### config.mk
export PLATFORM = sky130hd
export DESIGN_NAME = fcmp_unit
export DESIGN_NICKNAME = d
export VERILOG_FILES = /design/src/rtl/fcmp_pkg.sv /design/src/rtl/fcmp_class.sv /design/src/rtl/fcmp_ctrl.sv /design/src/rtl/fcmp_datapath.sv /design/src/rtl/fcmp_unit.sv
export SDC_FILE = /design/constraint.sdc
export NUM_CORES = 1
export LEC_CHECK = 0
export CAP_MARGIN = 20
export CORE_ASPECT_RATIO = 0.75
export CORE_MARGIN = 2
export CORE_UTILIZATION = 57
export DETAILED_ROUTE_END_ITERATION = 16
export DONT_BUFFER_PORTS = 1
export PLACE_DENSITY_LB_ADDON = 0.25
export SYNTH_ARGS = -nofsm -noshare
export SYNTH_HDL_FRONTEND = slang
export SYNTH_SLANG_ARGS = --single-unit
### constraint.sdc
create_clock -name clk -period 5.9 [get_ports clk]
set_input_delay 0.59 -clock clk [delete_from_list [all_inputs] [get_ports clk]]
set_output_delay 0.59 -clock clk [all_outputs]
set_load 0.01 [all_outputs]
### src/rtl/fcmp_pkg.sv
package fcmp_pkg;
  typedef enum logic [1:0] {
    OP_ORD   = 2'd0,
    OP_UNORD = 2'd1,
    OP_TEST  = 2'd2,
    OP_EXAM  = 2'd3
  } opKind_e;

  // strobes from control to datapath
  typedef struct packed {
    logic       load;
    logic       useZero;
    logic       examine;
    logic       flagNan;
    logic [1:0] popNext;
  } ctlStrobe_t;
endpackage

### src/rtl/fcmp_class.sv
module fcmp_class #(
  parameter int EXP_W = 15,
  parameter int SIG_W = 64,
  localparam int OPW = 1 + EXP_W + SIG_W
) (
  input  logic [OPW-1:0] val,
  output logic           sign,
  output logic           isNan,
  output logic           isInf,
  output logic           isZero,
  output logic           isDen,
  output logic [OPW-2:0] mag
);
  logic [EXP_W-1:0] expF;
  logic [SIG_W-1:0] sigF;
  logic             expMax, expMin, fracNz;

  assign expF   = val[OPW-2 -: EXP_W];
  assign sigF   = val[SIG_W-1:0];
  assign expMax = &expF;
  assign expMin = ~|expF;
  assign fracNz = |sigF[SIG_W-2:0];

  assign sign   = val[OPW-1];
  assign mag    = val[OPW-2:0];
  assign isNan  = expMax & fracNz;
  assign isInf  = expMax & ~fracNz;
  assign isZero = expMin & ~|sigF;
  assign isDen  = expMin & |sigF;
endmodule

### src/rtl/fcmp_ctrl.sv
module fcmp_ctrl
  import fcmp_pkg::*;
(
  input  logic       clk,
  input  logic       rstN,
  input  logic       start,
  input  logic [1:0] opSel,
  input  logic [1:0] popReq,
  output ctlStrobe_t strobe,
  output logic       valid
);
  opKind_e opK;
  logic    isCmp;

  assign opK   = opKind_e'(opSel);
  assign isCmp = (opK == OP_ORD) || (opK == OP_UNORD);

  always_comb begin
    strobe.load    = start;
    strobe.useZero = (opK == OP_TEST);
    strobe.examine = (opK == OP_EXAM);
    strobe.flagNan = (opK == OP_ORD) || (opK == OP_TEST);
    if (!isCmp)             strobe.popNext = 2'd0;
    else if (popReq == 2'd3) strobe.popNext = 2'd2;
    else                     strobe.popNext = popReq;
  end

  always_ff @(posedge clk) begin
    if (!rstN) valid <= 1'b0;
    else       valid <= start;
  end
endmodule

### src/rtl/fcmp_datapath.sv
module fcmp_datapath
  import fcmp_pkg::*;
#(
  parameter int EXP_W = 15,
  parameter int SIG_W = 64,
  localparam int OPW = 1 + EXP_W + SIG_W
) (
  input  logic           clk,
  input  logic           rstN,
  input  ctlStrobe_t     strobe,
  input  logic           stTagEmpty,
  input  logic [OPW-1:0] stVal,
  input  logic [OPW-1:0] srcVal,
  output logic [3:0]     cc,
  output logic           invalidOp,
  output logic [1:0]     popCount
);
  localparam int NOPS = 2;

  logic [OPW-1:0] opVal   [NOPS];
  logic           opSign  [NOPS];
  logic           opNan   [NOPS];
  logic           opInf   [NOPS];
  logic           opZero  [NOPS];
  logic           opDen   [NOPS];
  logic [OPW-2:0] opMag   [NOPS];

  assign opVal[0] = stVal;
  assign opVal[1] = strobe.useZero ? '0 : srcVal;

  for (genvar i = 0; i < NOPS; i++) begin : gClass
    fcmp_class #(.EXP_W(EXP_W), .SIG_W(SIG_W)) uClass (
      .val   (opVal[i]),
      .sign  (opSign[i]),
      .isNan (opNan[i]),
      .isInf (opInf[i]),
      .isZero(opZero[i]),
      .isDen (opDen[i]),
      .mag   (opMag[i])
    );
  end

  logic       unordered, magGt, magEq;
  logic [3:0] relCode, examCode, ccNext;
  logic [2:0] cls;
  logic       invNext;

  assign unordered = opNan[0] | opNan[1];
  assign magGt     = opMag[0] > opMag[1];
  assign magEq     = opMag[0] == opMag[1];

  always_comb begin
    if (unordered)
      relCode = 4'b1101;
    else if ((opZero[0] && opZero[1]) || (opSign[0] == opSign[1] && magEq))
      relCode = 4'b1000;
    else if (opSign[0] != opSign[1])
      relCode = opSign[0] ? 4'b0001 : 4'b0000;
    else
      relCode = (magGt ^ opSign[0]) ? 4'b0000 : 4'b0001;
  end

  always_comb begin
    if (stTagEmpty)     cls = 3'b101;
    else if (opNan[0])  cls = 3'b001;
    else if (opInf[0])  cls = 3'b011;
    else if (opZero[0]) cls = 3'b100;
    else if (opDen[0])  cls = 3'b110;
    else                cls = 3'b010;
    examCode = {cls[2], cls[1], opSign[0], cls[0]};
  end

  assign ccNext  = strobe.examine ? examCode : relCode;
  assign invNext = strobe.flagNan & unordered & ~strobe.examine;

  always_ff @(posedge clk) begin
    if (!rstN) begin
      cc        <= 4'b0000;
      invalidOp <= 1'b0;
      popCount  <= 2'd0;
    end else if (strobe.load) begin
      cc        <= ccNext;
      invalidOp <= invNext;
      popCount  <= strobe.popNext;
    end
  end
endmodule

### src/rtl/fcmp_unit.sv
module fcmp_unit
  import fcmp_pkg::*;
#(
  parameter int EXP_W = 15,
  parameter int SIG_W = 64,
  localparam int OPW = 1 + EXP_W + SIG_W
) (
  input  logic           clk,
  input  logic           rstN,
  input  logic           start,
  input  logic [1:0]     opSel,
  input  logic [1:0]     popReq,
  input  logic           stTagEmpty,
  input  logic [OPW-1:0] stVal,
  input  logic [OPW-1:0] srcVal,
  output logic           valid,
  output logic [3:0]     cc,
  output logic           invalidOp,
  output logic [1:0]     popCount
);
  ctlStrobe_t strobe;

  fcmp_ctrl uCtrl (
    .clk   (clk),
    .rstN  (rstN),
    .start (start),
    .opSel (opSel),
    .popReq(popReq),
    .strobe(strobe),
    .valid (valid)
  );

  fcmp_datapath #(.EXP_W(EXP_W), .SIG_W(SIG_W)) uDp (
    .clk       (clk),
    .rstN      (rstN),
    .strobe    (strobe),
    .stTagEmpty(stTagEmpty),
    .stVal     (stVal),
    .srcVal    (srcVal),
    .cc        (cc),
    .invalidOp (invalidOp),
    .popCount  (popCount)
  );
endmodule

==> results of run 1 <==
==> layer usage <==
layer	GRT usage [%]	wire [um]
met5	0	0
met4	3.71	73
met3	6.99	992
met2	51.3	3980
met1	44.9	4270
==> state kept, by name (all words and copies together), names as in the netlist <==
register       cells
uCtrl.valid        1
uDp.popCount       2
uDp.cc             4
uDp.invalidOp      1
==> per-stage QoR <==
step	hold slack [ns]	instance area [um2]	power [uW]	setup slack [ns]
after floorplan	0.493	2930	196	2.56
after global placement	0.507	2970	222	2.12
after detailed placement	0.517	2970	227	2.02
after CTS	0.477	3010	296	2.25
after global routing	0.470	3010	331	1.90
final	0.476	3010	295	2.23
==> cell families (layout without fill, tap and decap cells) <==
group                      count (synthesis)  in the layout  share of synthesized area (%)
muxes                                      1              1                          0.342
adders and majority gates                 79             79                           33.8
DFF                                        8              8                           5.47
and+or+nand+nor                          235            235                           40.0
xor gates and xnor gates                   1              1                          0.299
AOI/OAI and AO/OA                         83             83                           18.2
buffers and inverters                     14              7                           1.88
==> power groups by stage <==
stage / combinational, uW / clock (uW) / sequential, uW
2_1_floorplan: 137 / 0 / 59.7
5_1_grt: 199 / 72.9 / 59.5
3_3_place_gp: 161 / 0 / 60.2
3_5_place_dp: 166 / 0 / 60.3
6_report: 169 / 67.0 / 59.2
4_1_cts: 168 / 68.7 / 59.3
==> final cells by class <==
type	count	area (um2)
Multi-Input combinational cell	399	2710
Fill cell	495	1920
Sequential cell	8	160
Tap cell	60	75.1
Clock buffer	3	41.3
Inverter	3	11.3
Timing Repair Buffer	1	7.51
==> critical path: stages <==
cell and delay [ns]:
nand2b_2 0.76, buf_4 0.41, nand2_1 0.09, ha_1 0.29, nand4_1 0.15, nor4_2 0.37
nand4_1 0.19, nor3_2 0.27, and3_4 0.23, nand2b_1 0.10, a21oi_1 0.05, nor3_2 0.19
o21ai_1 0.08
==> final timing paths <==
path	from	to	slack [ns]	cells past startpoint
worst max-delay path	opSel[0]	uDp.cc[0]	2.23	13
worst min-delay path	rstN	uDp.popCount[0]	0.48	1
worst max register to register	uDp.invalidOp	uDp.invalidOp	5.15	2
worst min register to register	uDp.cc[1]	uDp.cc[1]	0.52	2
==> synthesized netlist by cell type, drive strengths merged (5+ instances only) <==
cell      n
nor2     15
dfxtp     8
nor4     44
a21oi    30
nor2b     9
nand2   106
a21boi    6
clkbuf    9
nand4    27
nor3     14
ha       79
o21ai    17
a211oi    5
a21o      6
nand3    10
==> metrics, run 1 <==
status complete, no violations; max frequency around 270 MHz; Slew headroom about 33%; Max-Cap Viols 0; Crit. End Element flop; total placed cells including tap cells ~470; total CTS buffers 3; Die H between 60 and 70 um; CTS H-tree lvls 1; Worst setup SP type input port; Iter 0 DRT Violations between 150 and 200; final hold vios 0; Worst Hold Class in2reg; Worst Path Required 6.02 ns; most frequent cells in the layout nand2_1, ha_1, nor4_1, a21oi_1, nand4_1; die width around 87 um; DRC Markers 0; EDFF count, synth 0; Routed WL per cell 19.6 um; die area roughly 0.0057 mm2; Top FF cell, synth dfxtp_1; first-pass GRT wire length between 10 and 15 mm; PwrDens between 90 and 100 mW/mm2; Tot GR Track Use between 30% and 40%; maximum buffer depth of the clock tree 2; CP arrival ~3.8 ns; GPL Wtd Cong ~1; Final ANT Viol Nets 0; Slew Limit Fails 0; via density per instance between 6 and 7; clock power share 22.7%; top cells by area, synth ha_1, nand2_1, nor4_1, nand4_1, dfxtp_1; critical path type in2reg; Syn Std Cell Area 0.00293 mm2; Syn Area/Cell approximately 7 um2; Core ar. 0.00493 mm2; WL final just over 9 mm; latest clock arrival within the worst-skew pair 0.23 ns; post-route insts no fill 474; root buffer cell clkbuf_8; Clock transition at path regs around 0.040 ns; Final min period 3.67 ns; synthesized flop and latch total 8; switching power 117 uW; CTS resizes 0; total congestion overflow 0; CTS tree built; Internal Dissipation 178 uW; Layout Skew 0 ns; Mapped Cells around 420; measured slew at the worst slew-check pin 1.01 ns; CP Max Fanout 55; Syn Nets 668; Top Ports roughly 180; Ant. Diodes 0; vias in the first global route 3165; synth warn 0; Initial Util about three fifths; RSZ-0062 raised after global routing no; site row count 22; Yosys top cell by area ha_1; final net count around 660; # hold bufs at CTS 0; share of Yosys cell area claimed by the top area cell type 33.8%; post-synthesis cell type count between 40 and 50; number of port buffers 0; antenna violations before repair 0; switch share between 30% and 40%; share of power burned in combinational logic between 50% and 60%; async set or reset register ratio after synthesis 0%; HPWL Detailed around 8.3 mm; Max VDD drop between 0.06 and 0.07 mV; share of layout cells above drive strength 1 just under 3%; Leak about 0.0013 uW; largest net degree at the start of global routing 56; Initial DRT Pass Iterations 4; area grow syn2layout 2.82%; clock sinks 8; Final setup viols 0; sequential power share ~20%; setup_tns 0 ns; DR vias ~3.2k; Post-CTS Setup Repair Bufs 0; utilization after layout roughly 60%; commonest non-fill, non-tap cell in the layout nand2_1; final worst-path cycle share 62.2%; post-synthesis sequential area ratio about 5.5%
Power figures use the tool's default switching activity.
==> inputs of run 2 (changes only) <==
==> constraint.sdc (replaced) <==
create_clock -name clk -period 3.6 [get_ports clk]
set_input_delay 0.36 -clock clk [delete_from_list [all_inputs] [get_ports clk]]
set_output_delay 0.36 -clock clk [all_outputs]
set_load 0.01 [all_outputs]
==> run 2 against run 1 <==
  * Cell count is 0.21% higher
  * Sequential share of layout area hardly changed
  * First-iteration DRC count is 14% lower
  * Wire length is 0.81% lower
  * Flip-flop and latch count stayed put
  * Combinational power is 66% higher
  * Hold slack worse by 0.22 ns
==> metrics, run 2 (synthesis results as in run 1) <==
status complete, no violations; Iter 0 DRT Violations around 160; PwrDens between 150 and 200 mW/mm2; Final ANT Viol Nets 0; HPWL Detailed 8.35 mm; Die H 66.1 um; WHS around 0.25 ns; CTS resizes 0; Most flops, register uDp.cc; CTS H-tree lvls 1; Post-CTS Setup Repair Bufs 0; latest clock arrival within the worst-skew pair about 0.23 ns; commonest non-fill, non-tap cell in the layout nand2_1; Leak 0.00130 uW; setup_tns 0 ns; DR vias ~3.3k; flip-flop and latch area around 160 um2; critical path type in2reg; final worst-path cycle share a little over four fifths; max frequency 334 MHz; area grow syn2layout 3.51%; Ant. Diodes 0; total CTS buffers 3; die area between 0.005 and 0.006 mm2; total congestion overflow 0; number of port buffers 0; die width just under 90 um; DRC Markers 0; CP arrival ~3.1 ns; Slew headroom ~49%; Max-Cap Viols 0; Final min period around 3.0 ns; Worst setup SP type input port; Crit. End Element flop; Worst Hold Class in2reg; CP Max Fanout between 40 and 50; Clock transition at path regs around 0.040 ns; Worst Path Required 3.71 ns; Initial Util about three fifths; Final setup viols 0; Slew Limit Fails 0; Top Registers uDp.cc: 4 flops, uDp.popCount: 2 flops; root buffer cell clkbuf_8; RSZ-0062 raised after global routing no; vias in the first global route ~3k; site row count 22; clock sinks 8; Initial DRT Pass Iterations 4; utilization after layout 61.5%; antenna violations before repair 0; share of layout cells above drive strength 1 between 3 and 4%; # hold bufs at CTS 0; via density per instance about 6.9; Multi-input gate area about 0.0027 mm2; Max VDD drop 0.112 mV; maximum buffer depth of the clock tree 2; final net count between 600 and 700; CTS tree built; final hold vios 0; Core ar. 0.00493 mm2; measured slew at the worst slew-check pin between 0.7 and 0.8 ns; Final Instance Area 0.00303 mm2; most frequent cells in the layout nand2_1, ha_1, nor4_1, a21oi_1, nand4_1; Top Ports 176; Tot GR Track Use a little under a third; largest net degree at the start of global routing 45; PnR Total Power 484 uW; Layout Skew 0 ns; Worst R2R Setup Slack between 2 and 3 ns; area of placed instances between 0.002 and 0.003 mm2; Routed WL per cell 19.5 um; GPL Wtd Cong 0.948; Fill cells between 400 and 500; first-pass GRT wire length approximately 14 mm; WL final slightly above 9 mm; number of flip-flops in the largest register 4
## run 2: cell count changes in the layout (fill, tap and decap cells not counted)
| cell | previous run | this run |
|---|---|---|
| buf_12 | 0 | 1 |
## run 2: cell type report
type,count,share of cell area [%]
Inverter,3,0.372
Sequential cell,8,5.29
Clock buffer,3,1.36
Timing Repair Buffer,2,0.909
Multi-Input combinational cell,399,89.6
Tap cell,60,2.48
## run 2: critical path, stage by stage
cell,delay (ns)
nand2b_2,0.46
buf_12,0.28
nand2_1,0.08
ha_1,0.31
nand4_1,0.15
nor4_2,0.31
nand4_1,0.21
nor3_2,0.28
and3_4,0.24
nand2b_1,0.10
a21oi_1,0.05
nor3_2,0.17
o21ai_1,0.08
## run 2: worst paths after layout
check / to / cells past startpoint / startpoint
min: uDp.invalidOp / 1 / rstN
max reg2reg: uDp.popCount[0] / 2 / uDp.popCount[0]
max: uDp.cc[0] / 13 / opSel[0]
min reg2reg: uDp.popCount[1] / 2 / uDp.popCount[1]
## run 2: per-stage QoR
stage | worst slack (ns) | cells
2_1_floorplan | 0.492 | 421
3_3_place_gp | 0.481 | 472
3_5_place_dp | 0.371 | 472
4_1_cts | 0.597 | 475
5_1_grt | 0.277 | 475
6_report | 0.602 | 475
## run 2: power breakdown
| group | internal, uW | switching (uW) | total (uW) | leakage (uW) |
|---|---|---|---|---|
| logic | 129 | 152 | 280 | 0.00121 |
| registers | 92.9 | 4.37 | 97.3 | 0.0000654 |
| clock network | 72.3 | 34.3 | 107 | 0.0000216 |
| total | 294 | 190 | 484 | 0.00130 |
## run 2: layer usage
layer	up-vias	track usage, %	share of wire, %
li1	1613	-	-
met1	1477	44.3	44
met2	185	48.5	42
met3	12	6.99	12
met4	0	4.49	1.3
met5	-	0	0
